## config.mk

```make
export PLATFORM = sky130hd
export DESIGN_NAME = irq_nest_ctrl
export DESIGN_NICKNAME = d
export VERILOG_FILES = /design/src/rtl/irq_nest_pkg.sv /design/src/rtl/irq_pick.sv /design/src/rtl/irq_ctx_stack.sv /design/src/rtl/irq_nest_ctrl.sv
export SDC_FILE = /design/constraint.sdc
export NUM_CORES = 1
export LEC_CHECK = 0
export BUFFER_PORTS_ARGS = -buffer_cell sky130_fd_sc_hd__buf_2
export CORE_ASPECT_RATIO = 0.7
export CORE_UTILIZATION = 55
export DETAILED_ROUTE_END_ITERATION = 12
export PLACE_DENSITY_LB_ADDON = 0.08
export SYNTH_ARGS = -nofsm -noshare
export SYNTH_HDL_FRONTEND = slang
export SYNTH_SLANG_ARGS = --single-unit
export TNS_END_PERCENT = 100
```

## constraint.sdc

```tcl
create_clock -name clk -period 12.2 [get_ports clk]
set_input_delay 0 -clock clk [delete_from_list [all_inputs] [get_ports clk]]
set_output_delay 0 -clock clk [all_outputs]
set_load 0.05 [all_outputs]
```

## src/rtl/irq_nest_pkg.sv

```systemverilog
package irq_nest_pkg;

    localparam int LVL_W = 2;

    typedef logic [LVL_W-1:0] lvl_t;

    // CPU level that masks every maskable source
    localparam lvl_t LVL_MASKED = 2'd3;

    typedef enum logic [2:0] {
        ST_MAIN = 3'd0,
        ST_ISR  = 3'd1,
        ST_WAIT = 3'd2,
        ST_HALT = 3'd3,
        ST_HXG  = 3'd4
    } ctl_state_e;

endpackage

```

## src/rtl/irq_pick.sv

```systemverilog
// Two-level arbiter: software level first, then fixed index order
// (lower index wins). Also reports whether the winner outranks the
// running context.
module irq_pick
    import irq_nest_pkg::*;
#(
    parameter int N_SRC = 6,
    parameter int IDX_W = $clog2(N_SRC + 1)
) (
    input  logic [N_SRC-1:0]       req_i,
    input  logic [N_SRC-1:0]       cand_mask_i,
    input  logic [LVL_W*N_SRC-1:0] lvl_i,
    input  lvl_t                   cur_lvl_i,
    input  logic [IDX_W-1:0]       cur_idx_i,
    output logic                   win_vld_o,
    output logic [IDX_W-1:0]       win_idx_o,
    output lvl_t                   win_lvl_o,
    output logic                   beats_o
);

    lvl_t             src_lvl [N_SRC];
    logic [N_SRC-1:0] live;

    for (genvar g = 0; g < N_SRC; g++) begin : g_src
        assign src_lvl[g] = lvl_i[LVL_W*g +: LVL_W];
        assign live[g]    = req_i[g] & cand_mask_i[g] & (src_lvl[g] != '0);
    end

    // Scan from lowest rank to highest; ">=" lets a lower index take ties.
    always_comb begin
        win_vld_o = 1'b0;
        win_idx_o = '0;
        win_lvl_o = '0;
        for (int i = N_SRC - 1; i >= 0; i--) begin
            if (live[i] && (!win_vld_o || src_lvl[i] >= win_lvl_o)) begin
                win_vld_o = 1'b1;
                win_idx_o = IDX_W'(i);
                win_lvl_o = src_lvl[i];
            end
        end
    end

    always_comb begin
        beats_o = win_vld_o
               && (cur_lvl_i != LVL_MASKED)
               && ((win_lvl_o > cur_lvl_i)
                   || ((win_lvl_o == cur_lvl_i) && (win_idx_o < cur_idx_i)));
    end

endmodule

```

## src/rtl/irq_ctx_stack.sv

```systemverilog
// LIFO of preempted contexts (level + rank).
module irq_ctx_stack #(
    parameter int DEPTH = 7,
    parameter int W     = 5,
    parameter int CNT_W = $clog2(DEPTH + 1),
    parameter int PTR_W = $clog2(DEPTH)
) (
    input  logic             clk,
    input  logic             rst_n,
    input  logic             push_i,
    input  logic             pop_i,
    input  logic [W-1:0]     din_i,
    output logic [W-1:0]     dout_o,
    output logic [CNT_W-1:0] count_o,
    output logic             full_o,
    output logic             empty_o
);

    logic [W-1:0]     mem [DEPTH];
    logic [CNT_W-1:0] count_q;
    logic [PTR_W-1:0] wr_ptr;
    logic [PTR_W-1:0] top_ptr;

    assign wr_ptr  = PTR_W'(count_q);
    assign top_ptr = PTR_W'(count_q - 1'b1);
    assign full_o  = (count_q == CNT_W'(DEPTH));
    assign empty_o = (count_q == '0);
    assign count_o = count_q;
    assign dout_o  = empty_o ? '0 : mem[top_ptr];

    always_ff @(posedge clk or negedge rst_n) begin
        if (!rst_n) begin
            count_q <= '0;
        end else if (push_i && !full_o) begin
            count_q <= count_q + 1'b1;
        end else if (pop_i && !empty_o) begin
            count_q <= count_q - 1'b1;
        end
    end

    always_ff @(posedge clk) begin
        if (push_i && !full_o) begin
            mem[wr_ptr] <= din_i;
        end
    end

    p_no_overflow_r12: assert property (@(posedge clk) disable iff (!rst_n)
        !(push_i && full_o));

    p_pop_guard_r8: assert property (@(posedge clk) disable iff (!rst_n)
        !(pop_i && empty_o));

    p_depth_bound_r12: assert property (@(posedge clk) disable iff (!rst_n)
        count_q <= CNT_W'(DEPTH));

    p_push_pop_excl_r8: assert property (@(posedge clk) disable iff (!rst_n)
        !(push_i && pop_i));

endmodule

```

## src/rtl/irq_nest_ctrl.sv

```systemverilog
module irq_nest_ctrl
    import irq_nest_pkg::*;
#(
    parameter int               N_SRC          = 6,
    parameter int               STACK_DEPTH    = 7,
    parameter logic [N_SRC-1:0] HALT_WAKE_MASK = 6'b000101,
    parameter int               IDX_W          = $clog2(N_SRC + 1)
) (
    input  logic                   clk,
    input  logic                   rst_n,
    input  logic [N_SRC-1:0]       req_i,
    input  logic [LVL_W*N_SRC-1:0] lvl_i,
    input  logic                   nest_en_i,
    input  logic                   iret_i,
    input  logic                   wait_enter_i,
    input  logic                   halt_enter_i,
    output logic [N_SRC-1:0]       grant_o,
    output logic [IDX_W-1:0]       grant_idx_o,
    output logic [LVL_W-1:0]       cpu_lvl_o,
    output logic                   wake_o,
    output logic                   ovf_o
);

    localparam int               CTX_W    = LVL_W + IDX_W;
    localparam int               CNT_W    = $clog2(STACK_DEPTH + 1);
    localparam logic [IDX_W-1:0] MAIN_IDX = IDX_W'(N_SRC);

    typedef struct packed {
        lvl_t             lvl;
        logic [IDX_W-1:0] idx;
    } ctx_t;

    localparam ctx_t MAIN_CTX = '{lvl: '0, idx: MAIN_IDX};

    ctl_state_e state_q, state_d;
    ctx_t       cur_q, cur_d;
    logic       hx_q, hx_d;
    logic       ovf_q, ovf_d;

    logic [N_SRC-1:0] grant_q;
    logic [IDX_W-1:0] gidx_q;
    logic             wake_q;

    // ---------------- request qualification ----------------
    logic [N_SRC-1:0] lvl_nz;
    for (genvar g = 0; g < N_SRC; g++) begin : g_nz
        assign lvl_nz[g] = |lvl_i[LVL_W*g +: LVL_W];
    end

    logic any_en, any_halt;
    assign any_en   = |(req_i & lvl_nz);
    assign any_halt = |(req_i & lvl_nz & HALT_WAKE_MASK);

    logic [N_SRC-1:0] cand_mask;
    assign cand_mask = ((state_q == ST_HXG) || hx_q) ? HALT_WAKE_MASK : {N_SRC{1'b1}};

    // ---------------- arbiter ----------------
    logic             win_vld, beats;
    logic [IDX_W-1:0] win_idx;
    lvl_t             win_lvl;

    irq_pick #(
        .N_SRC (N_SRC),
        .IDX_W (IDX_W)
    ) u_pick (
        .req_i       (req_i),
        .cand_mask_i (cand_mask),
        .lvl_i       (lvl_i),
        .cur_lvl_i   (cur_q.lvl),
        .cur_idx_i   (cur_q.idx),
        .win_vld_o   (win_vld),
        .win_idx_o   (win_idx),
        .win_lvl_o   (win_lvl),
        .beats_o     (beats)
    );

    // ---------------- context stack ----------------
    logic             take, pop;
    logic [CTX_W-1:0] stk_dout;
    logic [CNT_W-1:0] stk_cnt;
    logic             stk_full, stk_empty;

    irq_ctx_stack #(
        .DEPTH (STACK_DEPTH),
        .W     (CTX_W)
    ) u_stack (
        .clk     (clk),
        .rst_n   (rst_n),
        .push_i  (take),
        .pop_i   (pop),
        .din_i   (cur_q),
        .dout_o  (stk_dout),
        .count_o (stk_cnt),
        .full_o  (stk_full),
        .empty_o (stk_empty)
    );

    logic last_ret;
    assign last_ret = pop && (stk_cnt == CNT_W'(1));

    // ---------------- next-state logic ----------------
    always_comb begin
        state_d = state_q;
        take    = 1'b0;
        pop     = 1'b0;
        ovf_d   = ovf_q;
        unique case (state_q)
            ST_MAIN: begin
                if (halt_enter_i) begin
                    state_d = ST_HALT;
                end else if (wait_enter_i) begin
                    state_d = ST_WAIT;
                end else if (beats) begin
                    take    = 1'b1;
                    state_d = ST_ISR;
                end
            end
            ST_ISR: begin
                if (iret_i && !stk_empty) begin
                    pop = 1'b1;
                    if (stk_cnt == CNT_W'(1)) begin
                        state_d = ST_MAIN;
                    end
                end else if (nest_en_i && beats) begin
                    if (stk_full) begin
                        ovf_d = 1'b1;
                    end else begin
                        take = 1'b1;
                    end
                end
            end
            ST_WAIT: begin
                if (any_en) begin
                    state_d = ST_MAIN;
                end
            end
            ST_HALT: begin
                if (any_halt) begin
                    state_d = ST_HXG;
                end
            end
            ST_HXG: begin
                if (beats) begin
                    take    = 1'b1;
                    state_d = ST_ISR;
                end else begin
                    state_d = ST_MAIN;
                end
            end
            default: state_d = ST_MAIN;
        endcase
    end

    always_comb begin
        cur_d = cur_q;
        hx_d  = hx_q;
        if (take) begin
            cur_d = '{lvl: win_lvl, idx: win_idx};
        end else if (pop) begin
            cur_d = ctx_t'(stk_dout);
        end
        if (take && (state_q == ST_HXG)) begin
            hx_d = 1'b1;
        end else if (last_ret) begin
            hx_d = 1'b0;
        end
    end

    // ---------------- state register ----------------
    always_ff @(posedge clk or negedge rst_n) begin
        if (!rst_n) begin
            state_q <= ST_MAIN;
            cur_q   <= MAIN_CTX;
            hx_q    <= 1'b0;
            ovf_q   <= 1'b0;
        end else begin
            state_q <= state_d;
            cur_q   <= cur_d;
            hx_q    <= hx_d;
            ovf_q   <= ovf_d;
        end
    end

    // ---------------- output register ----------------
    always_ff @(posedge clk or negedge rst_n) begin
        if (!rst_n) begin
            grant_q <= '0;
            gidx_q  <= '0;
            wake_q  <= 1'b0;
        end else begin
            grant_q <= take ? (N_SRC'(1) << win_idx) : '0;
            if (take) begin
                gidx_q <= win_idx;
            end
            wake_q <= ((state_q == ST_WAIT) && any_en)
                   || ((state_q == ST_HALT) && any_halt);
        end
    end

    assign grant_o     = grant_q;
    assign grant_idx_o = gidx_q;
    assign cpu_lvl_o   = cur_q.lvl;
    assign wake_o      = wake_q;
    assign ovf_o       = ovf_q;

    // ---------------- assertions ----------------
    p_grant_onehot_r4: assert property (@(posedge clk) disable iff (!rst_n)
        $onehot0(grant_o));

    p_grant_raises_r4: assert property (@(posedge clk) disable iff (!rst_n)
        (grant_o != '0) |-> (cpu_lvl_o != '0));

    p_conc_hold_r5: assert property (@(posedge clk) disable iff (!rst_n)
        (state_q == ST_ISR && !nest_en_i) |=> (grant_o == '0));

    p_mask_all_r7: assert property (@(posedge clk) disable iff (!rst_n)
        (cpu_lvl_o == LVL_MASKED) |=> (grant_o == '0));

    p_wake_src_r9: assert property (@(posedge clk) disable iff (!rst_n)
        $rose(wake_o) |-> ($past(state_q) == ST_WAIT || $past(state_q) == ST_HALT));

    p_halt_quiet_r10: assert property (@(posedge clk) disable iff (!rst_n)
        (state_q == ST_HALT) |=> (grant_o == '0));

    p_halt_first_r11: assert property (@(posedge clk) disable iff (!rst_n)
        (state_q == ST_HXG) |=> ((grant_o & ~HALT_WAKE_MASK) == '0));

    p_ovf_sticky_r12: assert property (@(posedge clk) disable iff (!rst_n)
        ovf_o |=> ovf_o);

endmodule

```

==> impl_summary.txt <==
----------------------------------------------------
[CTS]
  Post-CTS setup repair buffer count ... 0
  Clock tree from TritonCTS ... yes
  Reg clk slew, reported paths ... 0.07 ns
  Number of sinks on the clock net ... 58
  Later-pin clock latency in the skew report ... 0.33 ns
  H-Tree Depth ... 3
  TritonCTS Buffers ... 9
  Cell chosen for the clock root ... clkbuf_8
  Clock Tree Buf Depth ... 2

[Routing]
  Average wire per cell in the routed design ... 17.0 um
  Total number of vias ... 2366
  Routed WL ... 6930 um
  Post-detailed-route via-to-cell ratio ... 5.78
  Count of nets left with antenna violations after detail routing ... 0
  Drc violations ... 0
  Number of iterations in the first detailed-routing pass ... 5
  DRC marker count from the first detailed-route iteration ... 178

[Timing]
  Relative slew slack ... 23.0%
  Count of endpoints failing setup in the final report ... 0
  Worst-Margin Slew ... 1.14 ns
  Post-layout min period ... 10.25 ns
  Number of max-slew violations in the final report ... 0
  Highest achievable clock rate ... 0.0976 GHz
  Worst clock skew ... 0.0102 ns
  Hold Fails Final Rpt ... 0
  Share of the clock period used by the worst path after layout ... 84.0%
  Setup repair after global routing missed its margin ... no
  Post-Route Setup TNS ... 0 ns

[Synthesis]
  Syn_nets ... 329
  Total standard cell area after synthesis ... 3250 um2
  Async set or reset register ratio after synthesis ... 39.7%
  Dominant synthesized flop cell ... edfxtp_1
  Cell accounting for the most synthesized area ... edfxtp_1
  Synth Warn # ... 0
  Sequential element share of the synthesized area ... 50.1%
  Number of standard cells after synthesis ... 286
  Largest cells by area after synthesis ... edfxtp_1 32%, dfrtp_1 16%, ha_1 7.3%
  Yosys top cell area share ... 32.3%
  Number of register bits inferred by synthesis ... 58
  Unique cell type count in the Yosys netlist ... 57
  Count of flip-flops with a built-in enable after synthesis ... 35
  Syn_area_per_cell ... 11.4 um2

[Worst setup path]
  Critical path class ... flop to flop
  Maximum fanout count along the critical path ... 10
  Worst R2R End ... u_stack.mem[0][2]
  Most common cell type on the critical path ... ha_1
  Startpoint of the worst register-to-register path ... state_q[2]
  Logic depth of the worst setup path including buffers ... 37
  Crit path required time ... 12.15 ns
  Register-to-register setup slack ... 1.95 ns
  Source of the critical timing path ... state_q[2]
  Kind of cell adding the most delay to the critical path ... simple AND/OR/NAND/NOR gates
  Signal arrival time at the worst endpoint ... 10.19 ns
  Reg2Reg Depth ... 37
  Largest stage delay, worst path ... 0.98 ns
  Critical Path Sink Type ... flop
  Highest-delay cell along the critical path ... nor4_1
  Kind of launch point of the worst setup path ... flop
  CP endpoint ... u_stack.mem[0][2]
  Crit path buf inv count ... 1

[Floorplanning]
  # rows ... 23
  Die Area ... 6230 um2
  I/O pins ... 37
  Starting utilization of the core area ... 56.8%
  Height of the die ... 66.3 um
  Die Wd ... 93.9 um
  Core region area ... 5730 um2

[Final layout]
  Multi-input gate area in the final layout ... 1500 um2
  Final Non-Filler Cells ... 409
  Register area ... 1630 um2
  Count of filler cells inserted in the layout ... 455
  Final #Nets ... 372
  Number of antenna repair diodes ... 0
  Most frequent cells in the layout ... 36 x buf_2, 35 x edfxtp_1, 22 x inv_1, 21 x nor2_1, 21 x dfrtp_1
  P&R area growth vs syn ... 15.3%
  Leading cell type in the layout, fill and taps excluded ... buf_2
  Layout cells sized above 1 ... 25.4%
  Post-layout utilization of the core ... 65.5%

[Placed design]
  Last weighted congestion value of the routability-driven placer ... 0.900
  Placed Cells ... 391
  Count of buffers inserted at the top-level ports ... 36
  Post-DP HPWL ... 5120 um

[Global route]
  Residual overflow from global routing ... 0
  Wire length of the first global-routing pass ... 11400 um
  Maximum number of pins on one net before global-route repair ... 24
  Combined global-route utilization of all metal layers ... 25.3%
  Number of antenna violations at the first check in global routing ... 0
  Vias in the first global route ... 2172

[Power]
  Pleak ... 1.55 nW
  Areal power density over the cells ... 250 nW/um2
  Maximum ir drop on the vdd rail ... 0.165 mV

[Worst hold path]
  Number of cells on the worst hold path ... 3
  Path category of the worst min-delay check ... input pin to flop

[Run]
  Count of maximum capacitance violations ... 0

[Run status]
  Run status ... completed

----------------------------------------------------
==> cell usage after synthesis (3+ instances only) <==
library cell / number
nor3_1: 7
a211oi_1: 10
inv_1: 22
dfrtp_1: 21
edfxtp_1: 35
o21a_1: 3
ha_1: 19
mux2_2: 3
mux2i_1: 6
nand4_1: 3
o21ai_0: 12
a21oi_1: 19
nand2b_1: 10
nand3_1: 3
nor4_1: 7
clkbuf_1: 5
a211o_1: 3
nor3b_1: 3
nor2_1: 21
nand2_1: 14
a221o_1: 4
mux4_2: 5
==> state kept, by name (all words and copies together) (netlist names) <==
name             flops
cpu_lvl_o            2
grant_idx_o          3
hx_q                 1
state_q              3
u_stack.mem         35
ovf_o                1
u_stack.count_o      3
grant_o              6
cur_q                3
wake_o               1
==> cells by family (layout without fill, tap and decap cells) <==
logic type               after synthesis  after routing  share of synthesized area, %
AND/OR/NAND/NOR                       87             87                          15.5
buffers and inverters                 31             79                          3.88
XOR/XNOR                               2              2                         0.539
AO/OA/AOI/OAI                         75             75                          16.3
flip-flops                            58             58                          50.1
adder cells (fa/ha/maj)               19             19                          7.31
multiplexers                          14             14                          6.35
==> report_power, final <==
group | internal, mW | leakage, nW | switching, mW
Clock | 0.116 | 0.106 | 0.0810
Combinational | 0.165 | 0.834 | 0.257
Sequential | 0.263 | 0.608 | 0.0560
==> routing by layer <==
layer  global-route usage, %  share of wire [%]
met1                    42.0                 56
met2                    31.0                 37
met3                    6.78                6.3
met4                    6.35               0.71
met5                       0                  0
==> timing repair <==
action	CTS	global route
resized for setup	0	0
hold buffers	2	0
endpoints found under the hold margin	22	0
==> cell type report <==
| class | count | share of cell area [%] |
|---|---|---|
| inverter | 22 | 2.20 |
| tap | 75 | 2.50 |
| multi-input combinational | 197 | 39.9 |
| clock inverter | 7 | 2.70 |
| sequential | 58 | 43.4 |
| clock buffer | 9 | 3.30 |
| timing repair buffer | 41 | 5.94 |
==> worst min path at each step <==
stage | from | endpoint
global route | halt_enter_i | state_q[1]
floorplan | rst_n | cpu_lvl_o[0]
finish | halt_enter_i | state_q[1]
detailed placement | rst_n | wake_o
CTS | halt_enter_i | state_q[1]
global placement | rst_n | wake_o
==> worst min-delay path: stages <==
cell	delay, ns
buf_2	0.11
o21ai_0	0.07
a21oi_1	0.14
==> stage by stage <==
stage	cell area, um2	setup WS, ns	total power, mW	hold WS, ns
floorplan	3250	3.76	0.634	-0.296
global placement	3510	2.20	0.735	-0.00401
detailed placement	3510	2.09	0.739	0.0148
CTS	3750	2.02	0.939	0.0162
global route	3750	0.991	1.01	0.0399
finish	3750	1.95	0.937	0.0352
No activity file was read; power rests on OpenSTA's default activity.
